===== src/rtl/burst_port_pkg.sv =====
package burst_port_pkg;

    typedef enum logic [1:0] {
        MODE_BYPASS  = 2'd0,
        MODE_FIFO    = 2'd1,
        MODE_STREAM  = 2'd2,
        MODE_TRIGGER = 2'd3
    } buf_mode_e;

    localparam int BYTE_W = 8;

endpackage


===== src/rtl/burst_addr_dec.sv =====
module burst_addr_dec #(
    parameter int          AW     = 8,
    parameter int          NBYTES = 6,
    parameter logic [AW-1:0] BASE = 8'h32
) (
    input  logic [AW-1:0]               addr,
    output logic                        is_data,
    output logic                        is_last,
    output logic                        is_roll,
    output logic                        is_status,
    output logic [$clog2(NBYTES)-1:0]   byte_idx
);
    localparam int IDX_W = $clog2(NBYTES);
    localparam logic [AW-1:0] LAST_A   = BASE + AW'(NBYTES - 1);
    localparam logic [AW-1:0] ROLL_A   = BASE + AW'(NBYTES);
    localparam logic [AW-1:0] STATUS_A = BASE + AW'(NBYTES + 1);

    always_comb begin
        is_data   = (addr >= BASE) && (addr <= LAST_A);
        is_last   = (addr == LAST_A);
        is_roll   = (addr == ROLL_A);
        is_status = (addr == STATUS_A);
        byte_idx  = IDX_W'(addr - BASE);
    end
endmodule


===== src/rtl/burst_byte_sel.sv =====
module burst_byte_sel #(
    parameter int NBYTES = 6
) (
    input  logic [8*NBYTES-1:0]         sample,
    input  logic [$clog2(NBYTES)-1:0]   idx,
    output logic [7:0]                  byte_o
);
    logic [7:0] lanes [NBYTES];

    for (genvar g = 0; g < NBYTES; g++) begin : g_lane
        assign lanes[g] = sample[8*g +: 8];
    end

    always_comb begin
        byte_o = '0;
        for (int i = 0; i < NBYTES; i++) begin
            if (int'(idx) == i) byte_o = lanes[i];
        end
    end
endmodule


===== src/rtl/burst_settle_timer.sv =====
module burst_settle_timer #(
    parameter int SETTLE_CYC = 1250
) (
    input  logic clk,
    input  logic rst_n,
    input  logic load,
    output logic busy
);
    localparam int CNT_W = $clog2(SETTLE_CYC + 1);

    logic [CNT_W-1:0] cnt_d, cnt_q;

    always_comb begin
        cnt_d = cnt_q;
        if (load)               cnt_d = CNT_W'(SETTLE_CYC);
        else if (cnt_q != '0)   cnt_d = cnt_q - 1'b1;
    end

    always_ff @(posedge clk or negedge rst_n) begin
        if (!rst_n) cnt_q <= '0;
        else        cnt_q <= cnt_d;
    end

    assign busy = (cnt_q != '0);
endmodule


===== src/rtl/burst_reg_port.sv =====
module burst_reg_port
    import burst_port_pkg::*;
#(
    parameter int            AW         = 8,
    parameter int            AXES       = 3,
    parameter int            LVL_W      = 6,
    parameter int            SETTLE_CYC = 1250,
    parameter logic [AW-1:0] DATA_BASE  = 8'h32
) (
    input  logic                   clk,
    input  logic                   rst_n,
    input  logic                   chip_sel_n,
    input  logic                   rd_en,
    input  logic [AW-1:0]          rd_addr,
    input  logic [1:0]             mode,
    input  logic [16*AXES-1:0]     fifo_head,
    input  logic [LVL_W-1:0]       fifo_level,
    input  logic [16*AXES-1:0]     live_sample,
    output logic [7:0]             rd_data,
    output logic                   pop,
    output logic                   early_err,
    output logic [7:0]             status
);
    localparam int NBYTES = 2 * AXES;
    localparam int SW     = 8 * NBYTES;
    localparam int IDX_W  = $clog2(NBYTES);
    localparam int PAD_W  = 7 - LVL_W;

    typedef struct packed {
        logic          active;
        logic          last_hi;
        logic [SW-1:0] snap;
        logic [7:0]    rdata;
        logic          pop;
        logic          err;
    } port_state_t;

    port_state_t st_d, st_q;

    logic             is_data, is_last, is_roll, is_status;
    logic [IDX_W-1:0] byte_idx;
    logic [7:0]       head_byte, snap_byte, live_byte;
    logic             settle_busy;
    logic             cs_act, strobe, buffered, end_acc;

    burst_addr_dec #(.AW(AW), .NBYTES(NBYTES), .BASE(DATA_BASE)) u_dec (
        .addr      (rd_addr),
        .is_data   (is_data),
        .is_last   (is_last),
        .is_roll   (is_roll),
        .is_status (is_status),
        .byte_idx  (byte_idx)
    );

    burst_byte_sel #(.NBYTES(NBYTES)) u_sel_head (
        .sample (fifo_head), .idx (byte_idx), .byte_o (head_byte)
    );
    burst_byte_sel #(.NBYTES(NBYTES)) u_sel_snap (
        .sample (st_q.snap), .idx (byte_idx), .byte_o (snap_byte)
    );
    burst_byte_sel #(.NBYTES(NBYTES)) u_sel_live (
        .sample (live_sample), .idx (byte_idx), .byte_o (live_byte)
    );

    burst_settle_timer #(.SETTLE_CYC(SETTLE_CYC)) u_settle (
        .clk   (clk),
        .rst_n (rst_n),
        .load  (end_acc),
        .busy  (settle_busy)
    );

    assign status = {st_q.err, {PAD_W{1'b0}}, fifo_level};

    always_comb begin
        cs_act   = !chip_sel_n;
        strobe   = rd_en && cs_act;
        buffered = (buf_mode_e'(mode) != MODE_BYPASS);
        end_acc  = st_q.active && ((strobe && is_roll && st_q.last_hi) || !cs_act);

        st_d       = st_q;
        st_d.rdata = '0;
        st_d.pop   = 1'b0;

        // byte returned for this strobe
        if (strobe && is_data) begin
            if (!buffered)        st_d.rdata = live_byte;
            else if (st_q.active) st_d.rdata = snap_byte;
            else                  st_d.rdata = head_byte;
        end else if (strobe && is_status) begin
            st_d.rdata = status;
        end

        // reads inside the settle window
        if (strobe && (is_data || is_status) && settle_busy) st_d.err = 1'b1;

        // access lifecycle: one pop at the end, snapshot at the start
        if (end_acc) begin
            st_d.active = 1'b0;
            st_d.pop    = (fifo_level != '0);
        end else if (strobe && is_data && buffered && !st_q.active) begin
            st_d.active = 1'b1;
            st_d.snap   = fifo_head;
        end

        if (!cs_act)     st_d.last_hi = 1'b0;
        else if (strobe) st_d.last_hi = is_last;
    end

    always_ff @(posedge clk or negedge rst_n) begin
        if (!rst_n) st_q <= '0;
        else        st_q <= st_d;
    end

    assign rd_data   = st_q.rdata;
    assign pop       = st_q.pop;
    assign early_err = st_q.err;
endmodule


===== config.mk =====
export PLATFORM = sky130hd
export DESIGN_NAME = burst_reg_port
export DESIGN_NICKNAME = d
export VERILOG_FILES = /design/src/rtl/burst_port_pkg.sv /design/src/rtl/burst_addr_dec.sv /design/src/rtl/burst_byte_sel.sv /design/src/rtl/burst_settle_timer.sv /design/src/rtl/burst_reg_port.sv
export SDC_FILE = /design/constraint.sdc
export NUM_CORES = 1
export LEC_CHECK = 0
export BUFFER_PORTS_ARGS = -buffer_cell sky130_fd_sc_hd__buf_2
export CELL_PAD_IN_SITES_DETAIL_PLACEMENT = 1
export CELL_PAD_IN_SITES_GLOBAL_PLACEMENT = 1
export CORE_MARGIN = 5
export CORE_UTILIZATION = 42
export CTS_BUF_LIST = sky130_fd_sc_hd__clkbuf_8
export DETAILED_ROUTE_END_ITERATION = 6
export PLACE_DENSITY = 0.85
export SLEW_MARGIN = 15
export SYNTH_ARGS = -nofsm -noshare
export SYNTH_HDL_FRONTEND = slang
export SYNTH_HIERARCHICAL = 1
export SYNTH_SLANG_ARGS = --single-unit

===== constraint.sdc =====
create_clock -name clk -period 2.75 [get_ports clk]
set_input_delay 0.275 -clock clk [delete_from_list [all_inputs] [get_ports clk]]
set_output_delay 0.275 -clock clk [all_outputs]
set_load 0.01 [all_outputs]

# Word level (Yosys, flattened, before mapping)
# Index checks and enable logic that the tools add are counted.
# op_classes
add_sub_neg	2
magnitude_cmp	2
n_eq_ne	8
mux	29
bitwise_logic	1
n_reduce_logical	23
# ops
cell	count
$mux 8	22
$eq 8x6->1 const B	3
$mux 11	2
$eq 3x3->1 const B	4
$logic_and 1x1->1	11
$reduce_bool 11->1	1
$sub 11x1->11 const B	1
$ge 8x6->1 const B	1
$le 8x6->1 const B	1
$reduce_bool 2->1	4
$reduce_bool 6->1	1
$mux 1	5
$eq 3x2->1 const B	1
$logic_not 3->1	1
$sub 3x2->3 const B	1
$logic_not 1->1	2
$logic_or 1x1->1	2
$reduce_and 2->1	1
$not 1->1	1
# totals
ff_bits	71
wordCells	72

# Depth between registers and ports, before layout
# Gate-level depths: netlist (run 1).
# logic_depth
ltp_word	11
mapped_depth	9
mapped_depth_nobuf	6

# Cells and area by module
# The synthesis (run 1) kept the hierarchy.
# by_module_without_submodules
module	instances	cells_each	area_per_inst_um2	seq_area_each_um2
burst_reg_port	1	186	2573.7	1501.4
burst_byte_sel	3	47	457.9	0.0
burst_settle_timer	1	58	601.8	275.3
burst_addr_dec	1	11	88.8	0.0

# Worst setup path after synthesis (run 1)
# OpenSTA, ideal clock, no wires.
# synth_timing
path_type	input -> register
startpoint	input rd_addr[7]
endpoint	register st_q[29] (netlist bit)
setup_ps	127
arrival_time_ps	1904
t_required_ps	2623
slack_ps	719
stages	7
path_buffers	2
cell_sequence	nand4bb_4 > nor3_1 > nand3b_4 > nor3_4 > buf_6 > buf_6 > mux2_1
# synth_rtl
item	line_no	source
start: declaration	burst_reg_port.sv:14	input logic [AW-1:0] rd_addr,
$ge 8x6->1 / $le 8x6->1 (equally long branches)	burst_addr_dec.sv:19	is_data = (addr >= BASE) && (addr <= LAST_A);
$logic_and 1x1->1 (*)	burst_addr_dec.sv:19	
via is_data	burst_reg_port.sv:40	logic is_data, is_last, is_roll, is_status;
$logic_and 1x1->1 (*) (3 in a row)	burst_reg_port.sv:100	end else if (strobe && is_data && buffered && !st_q.active) begin
$reduce_and 2->1 (no source line) (*)	--	
end signal: assignment	burst_reg_port.sv:111	else st_q <= st_d;
end: declaration	burst_reg_port.sv:38	port_state_t st_d, st_q;
# The timed path passes the listed nets; every way through them passes the cells marked *.
# A chain may end at the register's enable or synchronous reset.

# Worst setup path in the final report (run 1)
# layout_timing
startpoint	register u_settle.cnt_q[0]
endpoint	register u_settle.cnt_q[5]
# layout_via
elab_chain_cells	3
# layout_lines
item	line_no	source
start: declaration	burst_settle_timer.sv:11	logic [CNT_W-1:0] cnt_d, cnt_q;
start signal: assignment	burst_settle_timer.sv:21	else cnt_q <= cnt_d;
$sub 11x1->11	burst_settle_timer.sv:16	else if (cnt_q != '0) cnt_d = cnt_q - 1'b1;
$mux 11	burst_settle_timer.sv:16	
$mux 11	burst_settle_timer.sv:15	if (load) cnt_d = CNT_W'(SETTLE_CYC);
# Several ways; a longest one is shown, not always the timed one. The select of a mux whose other input is x is not followed.

==> impl_results.md, run 1 <==
* Critical path required time at 2980 ps
* Clock transition at the registers of the reported paths at 90 ps
* Worst Path Max Fanout at 6
* RSZ-0062 raised after global routing: false
* Ys async rst share at 100%
* Post-CTS setup buffer count at 0
* DIE AREA at 0.0132 sq mm
* Achievable Freq at 0.465 GHz
* Initial Utilization at 42.8%
* DIE HEIGHT at 115 um
* ANT cells at 0
* # resized after CTS at 0
* First drt pass iteration count at 4
* R2r endpoint: u_settle/cnt_q[5]$_DFFE_PN0P_
* Number of buffers created by CTS at 9
* R2r worst-path depth at 6
* Initial antenna violation count at 0
* Wire per inst at 19.3 um
* Outcome: complete, no violations
* Syn avg cell area at 11.7 sq um
* Drt first-iter violations at 158
* Number of enable flip-flop cells after synthesis at 0
* First-pass GRT wire length at 19700 um
* P_leak at 0.00269 uW
* PortBufs at 132
* Mapped cell area at 0.00464 sq mm
* Slew Limit Fails at 0
* Aggregate global-route resource usage at 19.0%
* Dominant synthesized flop cell: dfrtp_1
* CTS tree: done
* Dpl cells at 631
* Pin count of the biggest net entering global routing at 50
* Max Buffers Root-to-Sink at 2
* Startpoint Class: flip-flop
* R2R Setup Slk at 600 ps
* Maximum vdd ir drop at 0.255 mV
* CP arrival at 2380 ps
* Io pins at 134
* Pwr dens at 526 mW/mm^2
* Detailed-route DRC error count at 0
* Die X at 115 um
* DRT antenna net count at 0
* Relative slew slack at 39.2%
* Fin nets at 619
* Clock sink count at 71
* Core Region at 0.0108 sq mm
* Area Growth Syn to Fin at 16.5%
* Worst-Skew Late Latency at 350 ps
* Cts-stage hold buffer count at 0
* Non-Filler Instances at 647
* DR vias at 3542
* Max_cap viols at 0
* Commonest non-fill, non-tap cell in the layout: buf_2
* Worst setup path category: flip-flop to flip-flop
* Count of state elements after synthesis at 71
* CP Capture Type: flip-flop
* Crit share post-route at 78.2%
* Skew final at 9.91 ps
* Tmin final at 2150 ps
* Ys Warns at 6
* H-Tree Depth at 3
* Synthesized Nets at 513
* Post-synthesis cell count at 396
* # setup viols final at 0
* WL final at 12500 um
* Commonest non-fill, non-tap cells in the layout: buf_2 (131), mux2i_1 (76), dfrtp_1 (71), mux2_2 (39), o21a_1 (24)
* Post-DP HPWL at 9560 um
* RePlAce Congestion at 0.823
* Measured slew at the worst slew-check pin at 910 ps
* Row count at 38
* Post-synth cell types at 50
* Root Buffer Master: clkbuf_8
* Overflow after GRT at 0
* Vias per inst at 5.47
* Crit path from: u_settle/cnt_q[0]$_DFFE_PN0P_
* R2R Path Start: u_settle/cnt_q[0]$_DFFE_PN0P_
* Hold Violations, Final at 0
* Number of global-route vias before repair at 3997
* TNS Setup at 0 ps
* Part of the Yosys area used for sequential elements at 38.3%
* Hold Path Class: primary input to async pin
* Share of cells above drive strength 1 at 44.0%
-- worst max-delay path, stage by stage, from the launching register on --
cell,delay (ps)
dfrtp_1,420
inv_1,70
ha_1,200
or3b_2,520
o31ai_4,370
nor3_1,80
or3b_1,360
-- metrics by stage --
step | hold slack [ps] | setup slack (ps) | power (uW) | utilization, % | cell area [sq um]
5_1_grt | 62.5 | 523 | 3010 | 49.8 | 5400
3_3_place_gp | 403 | 493 | 2020 | 48.2 | 5220
2_1_floorplan | -20.6 | 719 | 1810 | - | 4640
6_report | 9.40 | 598 | 2840 | 49.8 | 5400
4_1_cts | 30.7 | 603 | 2880 | 49.8 | 5400
3_5_place_dp | 427 | 436 | 2080 | 48.2 | 5220
-- layer usage --
| metal | GRT usage, % | part of all wire, % |
|---|---|---|
| met1 | 22.3 | 40 |
| met2 | 34.1 | 51 |
| met3 | 5.37 | 7.1 |
| met4 | 4.69 | 1.7 |
| met5 | 0 | 0 |
-- flip-flops by register name (all words and copies together), names as in the netlist --
register and flops:
u_settle/cnt_q 11, st_q 50, early_err 1, pop 1, rd_data 8
-- cell usage after synthesis, types with 6 or more instances --
| master | count | area, sq um |
|---|---|---|
| mux2_2 | 39 | 439 |
| o21a_1 | 24 | 180 |
| a221oi_1 | 12 | 105 |
| a221oi_2 | 12 | 180 |
| nor2b_1 | 9 | 56.3 |
| mux2_1 | 9 | 101 |
| mux2i_1 | 76 | 761 |
| buf_4 | 20 | 150 |
| clkbuf_1 | 6 | 22.5 |
| buf_6 | 10 | 113 |
| o31ai_1 | 8 | 60.1 |
| dfrtp_1 | 71 | 1780 |
| a211oi_1 | 8 | 60.1 |
| nand2_1 | 10 | 37.5 |
| nor2_1 | 16 | 60.1 |
| buf_2 | 7 | 35.0 |
-- layout make-up --
cell class | count | area [sq um]
inverter | 4 | 15.0
clock buffer | 10 | 138
clock inverter | 6 | 42.5
tap | 140 | 175
multi-input combinational | 275 | 2470
fill | 1233 | 5440
sequential | 71 | 1780
timing repair buffer | 141 | 781
-- power by group --
part / switching, uW / leakage [uW] / total [uW] / internal (uW)
sequential: 121 / 0.000948 / 1300 / 1180
combinational: 387 / 0.00165 / 756 / 368
clock: 425 / 0.0000891 / 781 / 355
-- kinds of logic after synthesis --
kind of cell	after synthesis	share of synthesized area, %
other cells	1	0.0809
flops	71	38.3
mux	124	28.1
xor+xnor	5	0.944
buf+inv	50	8.52
compound gates	77	14.7
fa+ha+maj	1	0.270
simple gates	67	9.12
-- how the worst max path moves through the flow --
stage	end
6_report	u_settle/cnt_q[5]$_DFFE_PN0P_
5_1_grt	u_settle/cnt_q[5]$_DFFE_PN0P_
4_1_cts	u_settle/cnt_q[5]$_DFFE_PN0P_
3_5_place_dp	st_q[40]$_DFFE_PN0P_
3_3_place_gp	st_q[55]$_DFFE_PN0P_
2_1_floorplan	st_q[29]$_DFFE_PN0P_
No activity file was read; power rests on OpenSTA's default activity.
==> run 2: changes to the inputs <==
- clock period: 2.75 -> 2.15 ns (I/O delays scaled with it)
==> run 2 against run 1 <==
Effect of this change:
- power grew 26%
- core utilization up 1.2 points
- flip-flop and latch count unchanged
- sequential share of layout area fell by 0.76 points
- die area unchanged
- register-to-register slack lost 440 ps
- count of clock-buffer cells in the layout decreased by 1
- wire length increased by 3.8%
- sequential power increased by 28%
- non-clock buffer count up 16
- final area rose by 2.4%
- combinational power increased by 35%
==> impl_results.md, run 2 (synthesis results as in run 1) <==
* Outcome: complete, no violations
* Root Buffer Master: clkbuf_8
* Aggregate global-route resource usage at 19.5%
* Tmin final at 1990 ps
* WHS Endpoint: st_q[58]$_DFFE_PN0P_
* Detailed-route DRC error count at 0
* Post-DP HPWL at 10100 um
* Io pins at 134
* R2r endpoint: u_settle/cnt_q[1]$_DFFE_PN0P_
* CP arrival at 2230 ps
* Critical path required time at 2390 ps
* Area Growth Syn to Fin at 19.2%
* Multi-input gate area at 0.00248 sq mm
* Setup ws final at 162 ps
* Achievable Freq at 0.503 GHz
* Clock transition at the registers of the reported paths at 80 ps
* Drt first-iter violations at 130
* Fin nets at 635
* P_leak at 0.00278 uW
* Hold depth at 2
* R2R Path Start: u_settle/cnt_q[1]$_DFFE_PN0P_
* First drt pass iteration count at 4
* Max_cap viols at 0
* Overflow after GRT at 0
* Max reg flops at 50
* Die X at 115 um
* DIE HEIGHT at 115 um
* CP max stage cell: or3b_4
* Commonest non-fill, non-tap cell in the layout: buf_2
* Core Region at 0.0108 sq mm
* Row count at 38
* RePlAce Congestion at 0.808
* Biggest register: st_q
* Crit-path max cell delay at 420 ps
* Skew final at 15.5 ps
* Startpoint Class: flip-flop
* Number of global-route vias before repair at 4063
* WL final at 13000 um
* Crit-path cells: inv_1, ha_1, or3b_4, or3_4, mux2i_1, or2_1
* PortBufs at 132
* Max Buffers Root-to-Sink at 2
* Measured slew at the worst slew-check pin at 589 ps
* Worst-Skew Late Latency at 350 ps
* Hold Violations, Final at 0
* Initial Utilization at 42.8%
* CTS tree: done
* Register area at 0.00178 sq mm
* Pin count of the biggest net entering global routing at 72
* CP top delay family: simple AND/OR/NAND/NOR gates
* DRT antenna net count at 0
* Vias per inst at 5.48
* Post-CTS setup buffer count at 0
* Wire per inst at 19.6 um
* R2r worst-path depth at 6
* DR vias at 3636
* Pwr dens at 647 mW/mm^2
* Worst slack at placement at 105 ps
* CP Capture Type: flip-flop
* ANT cells at 0
* RSZ-0062 raised after global routing: false
* Hold Path Class: primary input to flip-flop
* First-pass GRT wire length at 20100 um
* Number of buffers created by CTS at 9
* Dpl cells at 646
* Slew Limit Fails at 0
* DIE AREA at 0.0132 sq mm
* WP buf/inv at 1
* Non-Filler Instances at 663
* Initial antenna violation count at 0
* Relative slew slack at 60.7%
* Worst Path Max Fanout at 5
* Share of cells above drive strength 1 at 44.9%
* Maximum vdd ir drop at 0.323 mV
* H-Tree Depth at 3
* Clock sink count at 71
* Crit share post-route at 92.5%
* TNS Setup at 0 ps
* # setup viols final at 0
* Crit path from: u_settle/cnt_q[1]$_DFFE_PN0P_
* Worst hold start: chip_sel_n
* Worst setup path category: flip-flop to flip-flop
* Filler cell count at 1227
* R2R Setup Slk at 160 ps
* Commonest non-fill, non-tap cells in the layout: buf_2 (131), mux2i_1 (76), dfrtp_1 (71), mux2_2 (39), o21a_1 (24)
==> run 2: layout make-up <==
cell class	instances	share of cell area (%)
Clock buffer	9	2.24
Inverter	4	0.272
Timing Repair Buffer	157	16.8
Tap cell	140	3.17
Clock inverter	7	0.611
Sequential cell	71	32.1
Multi-Input combinational cell	275	44.8
==> run 2: repair_timing <==
action,in CTS,in global routing
hold endpoints to repair,71,0
resized for setup,0,1
hold buffers,1,0
setup endpoints to repair,0,1
==> run 2: worst max path at each step <==
| stage | endpoint | slack (ps) | cells after the start |
|---|---|---|---|
| CTS | u_settle/cnt_q[1]$_DFFE_PN0P_ | 60 | 6 |
| detailed placement | u_settle/cnt_q[1]$_DFFE_PN0P_ | 110 | 6 |
| global placement | u_settle/cnt_q[1]$_DFFE_PN0P_ | 150 | 6 |
| global route | u_settle/cnt_q[9]$_DFFE_PN0P_ | 7 | 5 |
| floorplan | u_settle/cnt_q[1]$_DFFE_PN0P_ | 130 | 7 |
| finish | u_settle/cnt_q[1]$_DFFE_PN0P_ | 160 | 6 |
==> run 2: per-layer routing <==
layer  global-route usage, %  wire, um  vias up
li1                        -         -     1699
met1                    21.9      4870     1810
met2                    37.2      7090      116
met3                    4.63       918       11
met4                    4.15        98        0
met5                       0         0        -
==> run 2: power by group <==
part           switching (uW)  total [uW]  internal, uW
Combinational             506        1020           517
Clock                     494         894           400
Sequential                149        1660          1510
==> run 2: metrics by stage <==
stage	power, uW	instance area, sq um	hold slack, ps	util (%)
2_1_floorplan	2320	4640	-80.6	-
3_3_place_gp	2620	5360	267	49.4
3_5_place_dp	2700	5360	275	49.4
4_1_cts	3610	5530	55.8	51.0
5_1_grt	3800	5530	54.2	51.0
6_report	3580	5530	75.4	51.0
==> run 3: changes to the inputs <==
- PLACE_DENSITY: 0.85 -> not set
- PLACE_DENSITY_LB_ADDON: not set -> 0.12
- SLEW_MARGIN: 15 -> 20
==> run 3 against run 2 <==
Effect of this change:
- flip-flop and latch count unchanged
- worst setup slack improved by 25 ps
- via count decreased by 1.8%
- power increased by 5.0%
- final area about the same
- combinational power decreased by 4%
- critical endpoint unchanged
- largest cell class unchanged
- largest power group unchanged
==> impl_results.md, run 3 (synthesis results as in run 1) <==
* Outcome: complete, no violations
* Dpl cells at 645
* Number of global-route vias before repair at 3813
* Initial Utilization at 42.8%
* Number of buffers created by CTS at 9
* Area Growth Syn to Fin at 19.3%
* R2R Setup Slk at 190 ps
* CTS tree: done
* RePlAce Congestion at 0.803
* Detailed-route DRC error count at 0
* Sequential share of power at 44.1%
* Worst Path Max Fanout at 5
* Max reg flops at 50
* R2R Path Start: u_settle/cnt_q[1]$_DFFE_PN0P_
* Power Total at 3760 uW
* Maximum vdd ir drop at 0.313 mV
* Wire per inst at 18.6 um
* CP Capture Type: flip-flop
* Hold Violations, Final at 0
* Finished Cell Area at 0.00553 sq mm
* DIE HEIGHT at 115 um
* H-Tree Depth at 3
* Post-DP HPWL at 9580 um
* Instance area at placement at 0.00531 sq mm
* Die X at 115 um
* Post-CTS setup buffer count at 0
* First-pass GRT wire length at 19300 um
* PortBufs at 132
* Pwr dens at 679 mW/mm^2
* Root Buffer Master: clkbuf_8
* Clock sink count at 71
* DIE AREA at 0.0132 sq mm
* DR vias at 3570
* Share of cells above drive strength 1 at 45.4%
* P_leak at 0.00277 uW
* Pin count of the biggest net entering global routing at 72
* Achievable Freq at 0.509 GHz
* CP arrival at 2200 ps
* Hold Path Class: primary input to flip-flop
* R2r worst-path depth at 6
* WL final at 12300 um
* R2r endpoint: u_settle/cnt_q[1]$_DFFE_PN0P_
* Max_cap viols at 0
* Tmin final at 1960 ps
* Commonest non-fill, non-tap cell in the layout: buf_2
* Crit path from: u_settle/cnt_q[1]$_DFFE_PN0P_
* Row count at 38
* Commonest non-fill, non-tap cells in the layout: buf_2 (131), mux2i_1 (76), dfrtp_1 (71), mux2_2 (39), o21a_1 (24)
* Startpoint Class: flip-flop
* Drt first-iter violations at 112
* Crit share post-route at 91.3%
* P_int at 2590 uW
* RSZ-0062 raised after global routing: false
* Worst hold slack at 93.9 ps
* DRT antenna net count at 0
* Combinational share of power at 26.2%
* Hold depth at 2
* Worst setup path category: flip-flop to flip-flop
* Vias per inst at 5.39
* Skew final at 8.11 ps
* # setup viols final at 0
* Multi-input gate area at 0.00248 sq mm
* Register area at 0.00178 sq mm
* Clock transition at the registers of the reported paths at 80 ps
* Aggregate global-route resource usage at 18.6%
* Sw Pwr at 1170 uW
* Max Buffers Root-to-Sink at 2
* Clock Power Share at 29.7%
* Measured slew at the worst slew-check pin at 517 ps
* First drt pass iteration count at 4
* Filler cell count at 1222
* Biggest register: st_q
* Worst Setup EP: u_settle/cnt_q[1]$_DFFE_PN0P_
* Relative slew slack at 65.5%
* Switching share of power at 31.2%
* Worst-Skew Late Latency at 350 ps
* Io pins at 134
* ANT cells at 0
* Slew Limit Fails at 0
* Overflow after GRT at 0
* Critical path required time at 2380 ps
* Non-Filler Instances at 662
* Core Region at 0.0108 sq mm
* Fin nets at 634
* Initial antenna violation count at 0
* TNS Setup at 0 ps
==> run 3: cell count changes in the layout (fill, tap and decap cells not counted), moves of 2 or more <==
| cell | change |
|---|---|
| inv_1 | -3 |
| clkinv_4 | +2 |
| buf_4 | +2 |
| buf_12 | -3 |
| clkinv_2 | -2 |
==> run 3: power groups by stage <==
stage | clock network, uW | registers, uW | logic, uW
after floorplan | 0 | 1640 | 679
after global placement | 0 | 1660 | 956
after detailed placement | 0 | 1680 | 990
after CTS | 1150 | 1650 | 994
after global routing | 1210 | 1690 | 1090
final | 1120 | 1660 | 984
==> run 3: worst min path at each step <==
stage,start,endpoint,slack (ps)
after floorplan,rst_n,early_err$_DFFE_PN0P_,-80
after global placement,rst_n,u_settle/cnt_q[8]$_DFFE_PN0P_,270
after detailed placement,rst_n,u_settle/cnt_q[8]$_DFFE_PN0P_,290
after CTS,fifo_head[20],st_q[30]$_DFFE_PN0P_,80
after global routing,fifo_head[37],st_q[47]$_DFFE_PN0P_,90
final,fifo_head[20],st_q[30]$_DFFE_PN0P_,90
==> run 3: routing by layer <==
| metal | share of wire (%) | GRT usage, % |
|---|---|---|
| met1 | 42 | 23.7 |
| met2 | 50 | 31.8 |
| met3 | 6.5 | 4.21 |
| met4 | 1.5 | 5.32 |
| met5 | 0 | 0 |
==> run 3: cell type report <==
type / instances / share of cell area (%)
Clock inverter: 6 / 1.24
Clock buffer: 10 / 2.49
Sequential cell: 71 / 32.1
Tap cell: 140 / 3.17
Multi-Input combinational cell: 275 / 44.8
Inverter: 4 / 0.271
Timing Repair Buffer: 156 / 16.0
==> run 3: metrics by stage <==
step	worst slack, ps	utilization (%)
CTS	89.3	51.0
floorplan	125	-
detailed placement	93.7	49.0
global route	101	51.0
finish	187	51.0
global placement	156	49.0
==> run 3: worst max-delay path: stages, from the launching register on <==
cell and delay [ps]:
dfrtp_1 400, inv_1 80, ha_1 200, or3b_4 420, or3_4 420, mux2i_1 130
or2_1 210
==> run 3: repair_timing <==
| action | in CTS | in global routing |
|---|---|---|
| gates resized for setup | 0 | 1 |
| hold buffers | 1 | 0 |
| hold endpoints to repair | 71 | 0 |
| endpoints found under the setup margin | 0 | 1 |
